<file path="src/rtl/btb_pkg.sv">
package btb_pkg;
  // Byte distance between sequential instructions.
  localparam int unsigned INSN_BYTES = 4;

  // Where the predicted next PC comes from.
  typedef enum logic {
    NPC_SEQ = 1'b0,
    NPC_TGT = 1'b1
  } npc_src_e;
endpackage

</file>
<file path="src/rtl/btb_cam.sv">
// Fully associative address match: one comparator per entry plus an encoder.
module btb_cam #(
  parameter int unsigned ENTRIES = 16,
  parameter int unsigned ADDR_W  = 32,
  localparam int unsigned IDX_W  = $clog2(ENTRIES)
) (
  input  logic                 clk,
  input  logic                 rst_n,
  input  logic [ADDR_W-1:0]    key,
  input  logic [ENTRIES-1:0]   valid,
  input  logic [ADDR_W-1:0]    tags [ENTRIES],
  output logic                 hit,
  output logic [IDX_W-1:0]     idx
);
  logic [ENTRIES-1:0] match;

  for (genvar g = 0; g < ENTRIES; g++) begin : g_cmp
    assign match[g] = valid[g] && (tags[g] == key);
  end

  always_comb begin
    idx = '0;
    for (int i = 0; i < ENTRIES; i++) begin
      if (match[i]) idx = idx | IDX_W'(i);
    end
  end

  assign hit = |match;

  // an address never occupies two entries.
  a_r5_single_match: assert property (@(posedge clk) disable iff (!rst_n)
    $onehot0(match));
endmodule

</file>
<file path="src/rtl/btb_lru.sv">
// True LRU by age rank: 0 = most recent, ENTRIES-1 = victim.
module btb_lru #(
  parameter int unsigned ENTRIES = 16,
  localparam int unsigned W      = $clog2(ENTRIES)
) (
  input  logic          clk,
  input  logic          rst_n,
  input  logic          look_touch,
  input  logic [W-1:0]  look_idx,
  input  logic          upd_en,
  input  logic          upd_hit,
  input  logic [W-1:0]  upd_hit_idx,
  output logic [W-1:0]  wr_idx
);
  localparam logic [W-1:0] OLDEST = W'(ENTRIES - 1);

  logic [W-1:0] age_q [ENTRIES];
  logic [W-1:0] age_a [ENTRIES];
  logic [W-1:0] age_d [ENTRIES];
  logic [W-1:0] victim;
  logic         age_en;

  // Next state: lookup touch first, then the update touch on top of it.
  always_comb begin
    age_a = age_q;
    if (look_touch) begin
      for (int i = 0; i < ENTRIES; i++) begin
        if (W'(i) == look_idx)                 age_a[i] = '0;
        else if (age_q[i] < age_q[look_idx])   age_a[i] = age_q[i] + 1'b1;
      end
    end
    victim = '0;
    for (int i = 0; i < ENTRIES; i++) begin
      if (age_a[i] == OLDEST) victim = W'(i);
    end
    wr_idx = upd_hit ? upd_hit_idx : victim;
    age_d  = age_a;
    if (upd_en) begin
      for (int i = 0; i < ENTRIES; i++) begin
        if (W'(i) == wr_idx)                   age_d[i] = '0;
        else if (age_a[i] < age_a[wr_idx])     age_d[i] = age_a[i] + 1'b1;
      end
    end
  end

  assign age_en = look_touch || upd_en;

  always_ff @(posedge clk or negedge rst_n) begin
    if (!rst_n) begin
      for (int i = 0; i < ENTRIES; i++) age_q[i] <= W'(i);
    end else if (age_en) begin
      age_q <= age_d;
    end
  end

  // ranks stay a permutation, so exactly one entry is the victim.
  logic [ENTRIES-1:0] is_oldest;
  for (genvar g = 0; g < ENTRIES; g++) begin : g_old
    assign is_oldest[g] = (age_q[g] == OLDEST);
  end
  a_r7_one_victim: assert property (@(posedge clk) disable iff (!rst_n)
    $countones(is_oldest) == 1);
endmodule

</file>
<file path="src/rtl/btb_nextpc.sv">
module btb_nextpc #(
  parameter int unsigned ADDR_W   = 32,
  parameter int unsigned ENTRIES  = 16,
  parameter logic [ADDR_W-1:0] RESET_PC = ADDR_W'(600),
  localparam int unsigned IDX_W   = $clog2(ENTRIES)
) (
  input  logic              clk,
  input  logic              rst_n,
  input  logic              fetch_en,
  input  logic              steer_valid,
  input  logic [ADDR_W-1:0] steer_pc,
  input  logic              upd_valid,
  input  logic [ADDR_W-1:0] upd_pc,
  input  logic [ADDR_W-1:0] upd_target,
  input  logic              upd_taken,
  input  logic              upd_jump,
  output logic [ADDR_W-1:0] fetch_pc,
  output logic              look_hit,
  output logic              look_taken,
  output logic [ADDR_W-1:0] look_target,
  output logic [ADDR_W-1:0] next_pc
);
  import btb_pkg::*;

  // Reset: asserted asynchronously, released after two clock edges.
  logic [1:0] rst_sync;
  logic       rst_int_n;
  always_ff @(posedge clk or negedge rst_n) begin
    if (!rst_n) rst_sync <= 2'b00;
    else        rst_sync <= {rst_sync[0], 1'b1};
  end
  assign rst_int_n = rst_sync[1];

  // Table storage.
  logic [ENTRIES-1:0] valid_q, valid_d;
  logic [ADDR_W-1:0]  tag_q [ENTRIES];
  logic [ADDR_W-1:0]  tgt_q [ENTRIES];
  logic [ENTRIES-1:0] pred_q;
  logic [ADDR_W-1:0]  pc_q, pc_d;
  logic               pc_en;

  logic               l_hit, u_hit;
  logic [IDX_W-1:0]   l_idx, u_idx, wr_idx;
  npc_src_e           npc_src;
  logic               new_pred;

  btb_cam #(.ENTRIES(ENTRIES), .ADDR_W(ADDR_W)) u_look_cam (
    .clk(clk), .rst_n(rst_int_n), .key(pc_q), .valid(valid_q),
    .tags(tag_q), .hit(l_hit), .idx(l_idx));

  btb_cam #(.ENTRIES(ENTRIES), .ADDR_W(ADDR_W)) u_upd_cam (
    .clk(clk), .rst_n(rst_int_n), .key(upd_pc), .valid(valid_q),
    .tags(tag_q), .hit(u_hit), .idx(u_idx));

  btb_lru #(.ENTRIES(ENTRIES)) u_lru (
    .clk(clk), .rst_n(rst_int_n),
    .look_touch(l_hit), .look_idx(l_idx),
    .upd_en(upd_valid), .upd_hit(u_hit), .upd_hit_idx(u_idx),
    .wr_idx(wr_idx));

  // Lookup and next-PC selection (reads the table as it stood before any
  // same-cycle update).
  always_comb begin
    look_hit    = l_hit;
    look_taken  = l_hit && pred_q[l_idx];
    look_target = l_hit ? tgt_q[l_idx] : '0;
    npc_src     = look_taken ? NPC_TGT : NPC_SEQ;
    next_pc     = (npc_src == NPC_TGT) ? look_target
                                       : pc_q + ADDR_W'(INSN_BYTES);
  end

  assign fetch_pc = pc_q;

  // PC next state.
  always_comb begin
    pc_en = steer_valid || fetch_en;
    pc_d  = steer_valid ? steer_pc : next_pc;
  end

  always_ff @(posedge clk or negedge rst_int_n) begin
    if (!rst_int_n)  pc_q <= RESET_PC;
    else if (pc_en)  pc_q <= pc_d;
  end

  // Table next state.
  assign new_pred = upd_jump || upd_taken;

  always_comb begin
    valid_d = valid_q;
    if (upd_valid) valid_d[wr_idx] = 1'b1;
  end

  always_ff @(posedge clk or negedge rst_int_n) begin
    if (!rst_int_n) valid_q <= '0;
    else if (upd_valid) valid_q <= valid_d;
  end

  // Payload fields carry no reset; the valid bit guards them.
  for (genvar g = 0; g < ENTRIES; g++) begin : g_ent
    logic wr_en;
    assign wr_en = upd_valid && (wr_idx == IDX_W'(g));
    always_ff @(posedge clk) begin
      if (wr_en) begin
        tag_q[g]  <= upd_pc;
        tgt_q[g]  <= upd_target;
        pred_q[g] <= new_pred;
      end
    end
  end

  // a miss with fetch enabled steps the PC by one instruction.
  a_r2_miss_sequential: assert property (@(posedge clk) disable iff (!rst_int_n)
    fetch_en && !steer_valid && !look_hit |=> fetch_pc == $past(fetch_pc) + ADDR_W'(4));

  // a jump, once reported, is found with taken prediction and its target.
  a_r6_jump_taken: assert property (@(posedge clk) disable iff (!rst_int_n)
    upd_valid && upd_jump |=>
      (fetch_pc != $past(upd_pc)) ||
      (look_hit && look_taken && look_target == $past(upd_target)));

  // a branch, once reported, is found with its outcome as prediction.
  a_r4_outcome_kept: assert property (@(posedge clk) disable iff (!rst_int_n)
    upd_valid && !upd_jump |=>
      (fetch_pc != $past(upd_pc)) ||
      (look_hit && look_taken == $past(upd_taken)));
endmodule

</file>
<file path="config.mk">
export PLATFORM = sky130hd
export DESIGN_NAME = btb_nextpc
export DESIGN_NICKNAME = d
export VERILOG_FILES = /design/src/rtl/btb_pkg.sv /design/src/rtl/btb_cam.sv /design/src/rtl/btb_lru.sv /design/src/rtl/btb_nextpc.sv
export SDC_FILE = /design/constraint.sdc
export NUM_CORES = 2
export LEC_CHECK = 0
export BUFFER_PORTS_ARGS = -buffer_cell sky130_fd_sc_hd__buf_2
export CAP_MARGIN = 20
export CORE_AREA = 2 2 396 320
export CTS_BUF_LIST = sky130_fd_sc_hd__clkbuf_16
export DETAILED_ROUTE_END_ITERATION = 8
export DIE_AREA = 0 0 398 322
export GPL_ROUTABILITY_DRIVEN = 0
export MAX_ROUTING_LAYER = met4
export PLACE_DENSITY = 0.69
export SLEW_MARGIN = 20
export SYNTH_ARGS = -nofsm -noshare
export SYNTH_HDL_FRONTEND = slang
export SYNTH_SLANG_ARGS = --single-unit
</file>
<file path="constraint.sdc">
create_clock -name clk -period 4.5 [get_ports clk]
set_clock_uncertainty 0.05 [all_clocks]
set_input_delay 0.675 -clock clk [delete_from_list [all_inputs] [get_ports clk]]
set_output_delay 0.675 -clock clk [all_outputs]
set_load 0.05 [all_outputs]
</file>
# == Word level (Yosys, flattened, before mapping) ==
# Memories as Yosys holds them, arrays and structs flattened.
# Cells that the tools add are included.
# totals
ram_bits,512
register_bits,642
out_inout_bits,98
memories,1
inputBits,103
# op_classes
order_cmp,37
bitwise_logic,3
add_sub_neg,33
n_mux,203
eq_ne,92
n_reduce_logical,72
# mem_list
memory,words,width,rd,rd_ports_with_merged_regs,wr,line_no,source
tgt_q,16,32,1,0,1,btb_nextpc.sv:37,logic [ADDR_W-1:0] tgt_q [ENTRIES];
# op_table
operator,count
equality test 32 bit,32
2-to-1 mux 32 bit,18
OR reduction 32 bit,15
2-to-1 mux 4 bit,108
adder 4 x 1 -> 4 bit (second input constant),32
less-than comparator 4 bit,32
2-to-1 mux 64 bit,2
equality test 4 bit (second input constant),23
equality test 4 bit (first input constant),16
2-to-1 mux 1 bit,53
logical AND 1 bit,50
2-to-1 mux 3 bit,12
adder 32 x 3 -> 32 bit (second input constant),1
binary-select mux 4 bit (select 4 bit),2
equality test 3 x 4 -> 1 bit (first input constant),8
OR reduction 16 bit,2
equality test 2 x 4 -> 1 bit (first input constant),4
equality test 4 x 3 -> 1 bit (second input constant),4
OR 16 bit,1
2-to-1 mux 2 bit,6
>= comparator 5 bit (second input constant),2
less-than comparator 4 x 5 -> 1 bit (second input constant),2
NOT 4 -> 5 bit,2
equality test 1 x 4 -> 1 bit (first input constant),2
other kinds (7),11

# == Logic depth before layout (Yosys ltp) ==
# depth
depth_word,62
ltp_mapped,54
depth_no_buf,44

# == By module ==
# Synthesis repeated with hierarchy kept, for this count alone.
# hier_totals
cells_unflattened,4592
hier_area_um2,61118.6
# modules_own_cells
module,area_per_inst_um2,instances,cells_each,seq_area_each_um2
btb_nextpc,38727.1,1,1756,32486.2
btb_cam,6135.9,2,783,0.0
btb_lru,10119.7,1,1270,1641.6

# == Worst setup path before layout ==
# No wires, ideal clock.
# synth_timing
path_type,flip-flop to flip-flop
from,reg pc_q[31] (netlist: fetch_pc[31])
to,reg valid_q[15]
setup_ns,0.106
n_path_buf,9
arrival_time_ns,15.107
required_time_ns,4.344
path_stages_with_launch,35
slack_ns,-10.763
cell_sequence,dfrtp_1 buf_6 buf_2 xnor2_1 nand4_1 or3b_2 or3_1 nand4_1 or2_2 clkbuf_1 clkbuf_1 clkbuf_1 buf_1 buf_1 clkbuf_1 nand2_1 nand2_1 o21ai_0 a22oi_1 o221ai_1 ha_1 a2111oi_0 a21boi_0 nor2_1 nand3_1 o21ai_0 ha_1 inv_1 nor4_1 o22ai_1 a2111oi_4 o41ai_4 buf_6 nor4_1 or2_2
# synth_via
elab_chain_cells,47
word_cells_on_any_way,150
cone_classes,17 x order compare; 46 x eq/ne; 67 x mux; 2 x bitwise; 18 x reduce/logical
# synth_lines
item,line_no,source
start: declaration,btb_nextpc.sv:39,"logic [ADDR_W-1:0] pc_q, pc_d;"
start signal: assignment,btb_nextpc.sv:82,else if (pc_en) pc_q <= pc_d;
equality test 32 bit,btb_cam.sv:18,assign match[g] = valid[g] && (tags[g] == key);
logical AND 1 bit,btb_cam.sv:18,
2-to-1 mux 1 bit,btb_cam.sv:24,if (match[i]) idx = idx | IDX_W'(i);
2-to-1 mux 2 bit (2 in series),btb_cam.sv:24,
2-to-1 mux 3 bit (4 in series),btb_cam.sv:24,
2-to-1 mux 4 bit (8 in series),btb_cam.sv:24,
NOT 4 -> 5 bit (implied by the code),btb_lru.sv:29,else if (age_q[i] < age_q[look_idx]) age_a[i] = age_q[i] + 1'b1;
binary-select mux 4 bit (select 4 bit),btb_lru.sv:29,
(+14 left out),-,
2-to-1 mux 4 bit (7 in series),btb_lru.sv:34,if (age_a[i] == OLDEST) victim = W'(i);
2-to-1 mux 4 bit (*),btb_lru.sv:34,
2-to-1 mux 4 bit (*),btb_lru.sv:36,wr_idx = upd_hit ? upd_hit_idx : victim;
less-than comparator 4 x 5 -> 1 bit (implied by the code) or >= comparator 4 x 1 -> 1 bit (tied branches),btb_nextpc.sv:90,if (upd_valid) valid_d[wr_idx] = 1'b1;
logical AND 1 bit (implied by the code),btb_nextpc.sv:90,
2-to-1 mux 1 bit (implied by the code),btb_nextpc.sv:90,
demux 1 bit (select 4 bit) (*),btb_nextpc.sv:90,
OR 16 bit (no line) (*),-,
end signal: assignment,btb_nextpc.sv:95,else if (upd_valid) valid_q <= valid_d;
end: declaration,btb_nextpc.sv:35,"logic [ENTRIES-1:0] valid_q, valid_d;"
# Every way passes the cells marked *; elsewhere a longest branch is shown, timed or not. The select of a mux whose other input is x is not followed.
# A chain may end at the register's enable or synchronous reset.

# == Worst setup path in the final report ==
# layout_timing
from,reg pc_q[2] (netlist: fetch_pc[2])
to,reg u_lru.age_q[51] (netlist name)
# layout_via
elab_chain_cells,50
word_cells_on_any_way,159
cone_classes,1 x add/sub; 17 x order compare; 47 x eq/ne; 73 x mux; 2 x bitwise; 19 x reduce/logical
# layout_lines
item,line_no,source
equality test 32 bit,btb_cam.sv:18,
logical AND 1 bit,btb_cam.sv:18,
2-to-1 mux 1 bit,btb_cam.sv:24,
2-to-1 mux 2 bit (2 in series),btb_cam.sv:24,
2-to-1 mux 3 bit (4 in series),btb_cam.sv:24,
2-to-1 mux 4 bit (8 in series),btb_cam.sv:24,
NOT 4 -> 5 bit (implied by the code),btb_lru.sv:29,
binary-select mux 4 bit (select 4 bit),btb_lru.sv:29,
(+22 left out),-,
2-to-1 mux 4 bit,btb_lru.sv:36,
NOT 4 -> 5 bit (implied by the code),btb_lru.sv:41,else if (age_a[i] < age_a[wr_idx]) age_d[i] = age_a[i] + 1'b1;
binary-select mux 4 bit (select 4 bit),btb_lru.sv:41,
2-to-1 mux 4 bit (implied by the code) (2 in series),btb_lru.sv:41,
less-than comparator 4 bit,btb_lru.sv:41,
2-to-1 mux 4 bit,btb_lru.sv:41,
2-to-1 mux 4 bit,btb_lru.sv:40,if (W'(i) == wr_idx) age_d[i] = '0;
2-to-1 mux 64 bit,btb_lru.sv:38,if (upd_en) begin
end signal: assignment,btb_lru.sv:52,age_q <= age_d;
end: declaration,btb_lru.sv:17,logic [W-1:0] age_q [ENTRIES];
# Several ways; a longest one is shown, not always the timed one. The select of a mux whose other input is x is not followed.

==> key figures <==
Logic synthesis
  • Syn_nets: 5,627
  • Main area contributors after synthesis: edfxtp_1, xor2_1, xnor2_1
  • Area leader, netlist: edfxtp_1
  • Sequential fraction of the synthesis area: 55.4%
  • Register bit total from synthesis: 1,154
  • Ys flop type: edfxtp_1
  • Post-synth top area share: 50.7%
  • Synth warn: 0
  • Synth top cells by count: edfxtp_1, nand2_1, xor2_1
  • Number of synthesized flops with an enable pin: 1,040
  • Avg Synthesized Cell Area: 11.4 sq um
  • Syn Inst Count: 5,395
  • Post-synth ARST share: 9.88%
  • Mapped cell area: 61,600 sq um
  • Unique masters post-synth: 103
  • Most frequent cell after synthesis: edfxtp_1

Power
  • Leakage power: ~34 nW
  • Overall power: 54.2 mW
  • PwrDens: 618 nW/um^2
  • VDD IR max: 756 uV

Floorplan
  • I/O pin count: 201
  • Core area: between 100,000 and 150,000 sq um
  • Die area: 128,000 sq um
  • Initial core utilization: around half
  • Num rows: 116
  • Die Width: 398 um
  • Die H: 322 um

Status
  • Violated checks: DRC, setup timing
  • Status: finished with violations

STA
  • Hold Worst Slack: between 30 and 40 ps
  • Final Hold Vio Count: 0
  • Fin crit period: 9550 ps
  • Final setup viols: 1,218
  • Final Max Slew Viols: 0
  • Fmax: approximately 100 MHz
  • Fin crit share: 212%
  • Worst setup margin: -5050 ps
  • RSZ-0062 raised after global routing: yes
  • Measured slew at the worst slew-check pin: 1050 ps
  • Worst slew margin: 29.9%

Worst setup path
  • Crit-path most repeated cell: buf_4
  • Worst Path Required: 5110 ps
  • CP peak stage delay: 500 ps
  • Max FO, Critical Path: 6
  • Setup CP Type: reg2reg
  • Worst Setup End Kind: flip-flop
  • CP arrival: 10,160 ps
  • CP top delay family: simple AND/OR/NAND/NOR gates
  • Worst setup SP type: flip-flop
  • WP buf/inv: 11
  • CP max stage cell: or3_4

Routing
  • Remaining DRCs: roughly 130
  • Antenna Nets Post-Route: 0
  • Via count: about 60,000
  • DR WL/cell: 29.2 um
  • Final wirelength: 265,000 um
  • Vias/cell: 6.45
  • Drt pass-1 iters: 9
  • Starting DRT DRC Count: just under 10,000

Flow run
  • Maxcap violations: 0

Placed design
  • Post-placement setup slack: -4590 ps
  • I/O Buffers: 200
  • Post-DP Area: 78,900 sq um
  • Hpwl dp: 177,000 um

Clock tree
  • CTS tree: done
  • Clock Sinks: 1,154
  • Num CTS Buffers: 117
  • Clk buf depth: 3
  • H-tree depth: 3
  • CTS clk-pin slew, worst paths: about 60 ps
  • Clk_lat worst skew: 800 ps
  • Root buffer cell: clkbuf_16

Global route
  • Largest net degree at the start of global routing: 95
  • Global-route wire length before repair: 363,000 um
  • Antenna violations before repair: 14
  • GRT Util Overall: 39.8%
  • Grt ovf: 0
  • Number of global-route vias before repair: 54,600

Final layout
  • Layout cells sized above 1: 37.6%
  • Post-route core utilization: 70.7%
  • Fin area: 87,700 sq um
  • Layout area overhead: 42.3%
  • Layout net count: roughly 7,500
  • Fill cells: 7,938

Hold path
  • HP Class: in2reg
==> cell families after synthesis <==
logic type	after synthesis	synth area share [%]
XOR/XNOR	1112	15.8
multiplexers	53	0.942
AND/OR/NAND/NOR	1962	16.0
buffers and inverters	374	2.60
AO/OA/AOI/OAI	610	6.65
flip-flops	1154	55.4
other	1	0.00608
adder cells (fa/ha/maj)	129	2.62
==> worst min-delay path, cell delays in order <==
cell and delay, ps:
buf_2 80, nand2_1 40, o21ai_0 60
==> state kept, by name, summed over array words and instances, names as in the netlist <==
signal,flops
tag_q,512
tgt_q,512
u_lru.age_q,64
fetch_pc,32
pred_q,16
valid_q,16
rst_sync,2
==> power by group <==
part / leakage [nW] / switching, mW / internal [mW] / total [mW]
clock network: 1.94 / 4.51 / 5.44 / 9.95
registers: 10.7 / 1.20 / 13.9 / 15.1
logic: 21.7 / 15.3 / 13.9 / 29.2
==> final cells by class <==
cell class	count	area, sq um	share of cell area, %
Sequential cell	1154	34200	39.0
Timing Repair Buffer	2064	18400	21.0
Inverter	75	297	0.338
Clock buffer	117	2930	3.34
Antenna cell	16	40.0	0.0457
Clock inverter	102	933	1.06
Multi-Input combinational cell	3872	28900	32.9
Tap cell	1652	2070	2.36
==> final timing paths <==
kind                                    startpoint  slack (ps)  cells after the start                     endpoint
max                        fetch_pc[2]$_DFFE_PN0P_       -5050                     42  u_lru.age_q[51]$_DFFE_PN0P_
min                                   steer_pc[19]          30                      3     fetch_pc[19]$_DFFE_PN0P_
max reg2reg                fetch_pc[2]$_DFFE_PN0P_       -5050                     42  u_lru.age_q[51]$_DFFE_PN0P_
min reg2reg                  rst_sync[1]$_DFF_PN0_         260                      0  u_lru.age_q[22]$_DFFE_PN0P_
max in group asynchronous    rst_sync[1]$_DFF_PN0_        3090                      1      valid_q[13]$_DFFE_PN0P_
min in group asynchronous                    rst_n         230                      2        rst_sync[0]$_DFF_PN0_
==> layer usage <==
layer	track usage (%)	routed length [um]	up-vias
met3	13.6	44200	1449
met2	54.6	108000	5414
met4	19.4	19100	0
met1	52.2	93800	28000
met5	-	0	-
li1	-	-	23600
==> through the flow <==
stage / setup TNS (ps) / instances
6_report: -4307590 / 9052
5_1_grt: -4302420 / 9050
4_1_cts: -3410970 / 8942
3_5_place_dp: -3873350 / 8604
3_3_place_gp: -3589400 / 8604
2_1_floorplan: -4908820 / 5395
==> cells in the final DEF (no fill, tap or decap), types with 31 or more instances in the layout <==
cell          n
xnor2_1     509
clkinv_1     32
clkbuf_16   121
nor3_1       35
and3_1      137
nand2_1     779
o22ai_1      43
ha_1         74
nand3_1     127
o21ai_0     126
dfrtp_1      49
mux2i_1      43
o21ai_1      31
nor2_1      148
nor4_1      191
dfstp_2      33
xor2_1      553
inv_1        66
edfxtp_1   1040
buf_6        69
buf_12      217
ha_4         49
nand4_1     185
buf_4      1598
o21a_1       32
buf_2       157
a31oi_1     117
==> timing repair <==
item | in CTS | in global routing
endpoints found under the hold margin | 2 | 0
gates resized for setup | 277 | 344
setup endpoints to repair | 1218 | 1218
pin swaps | 99 | 177
hold buffers | 1 | 0
buffers inserted | 116 | 100
cloned | 6 | 4
Note: power is estimated with default switching activity, not from simulation.
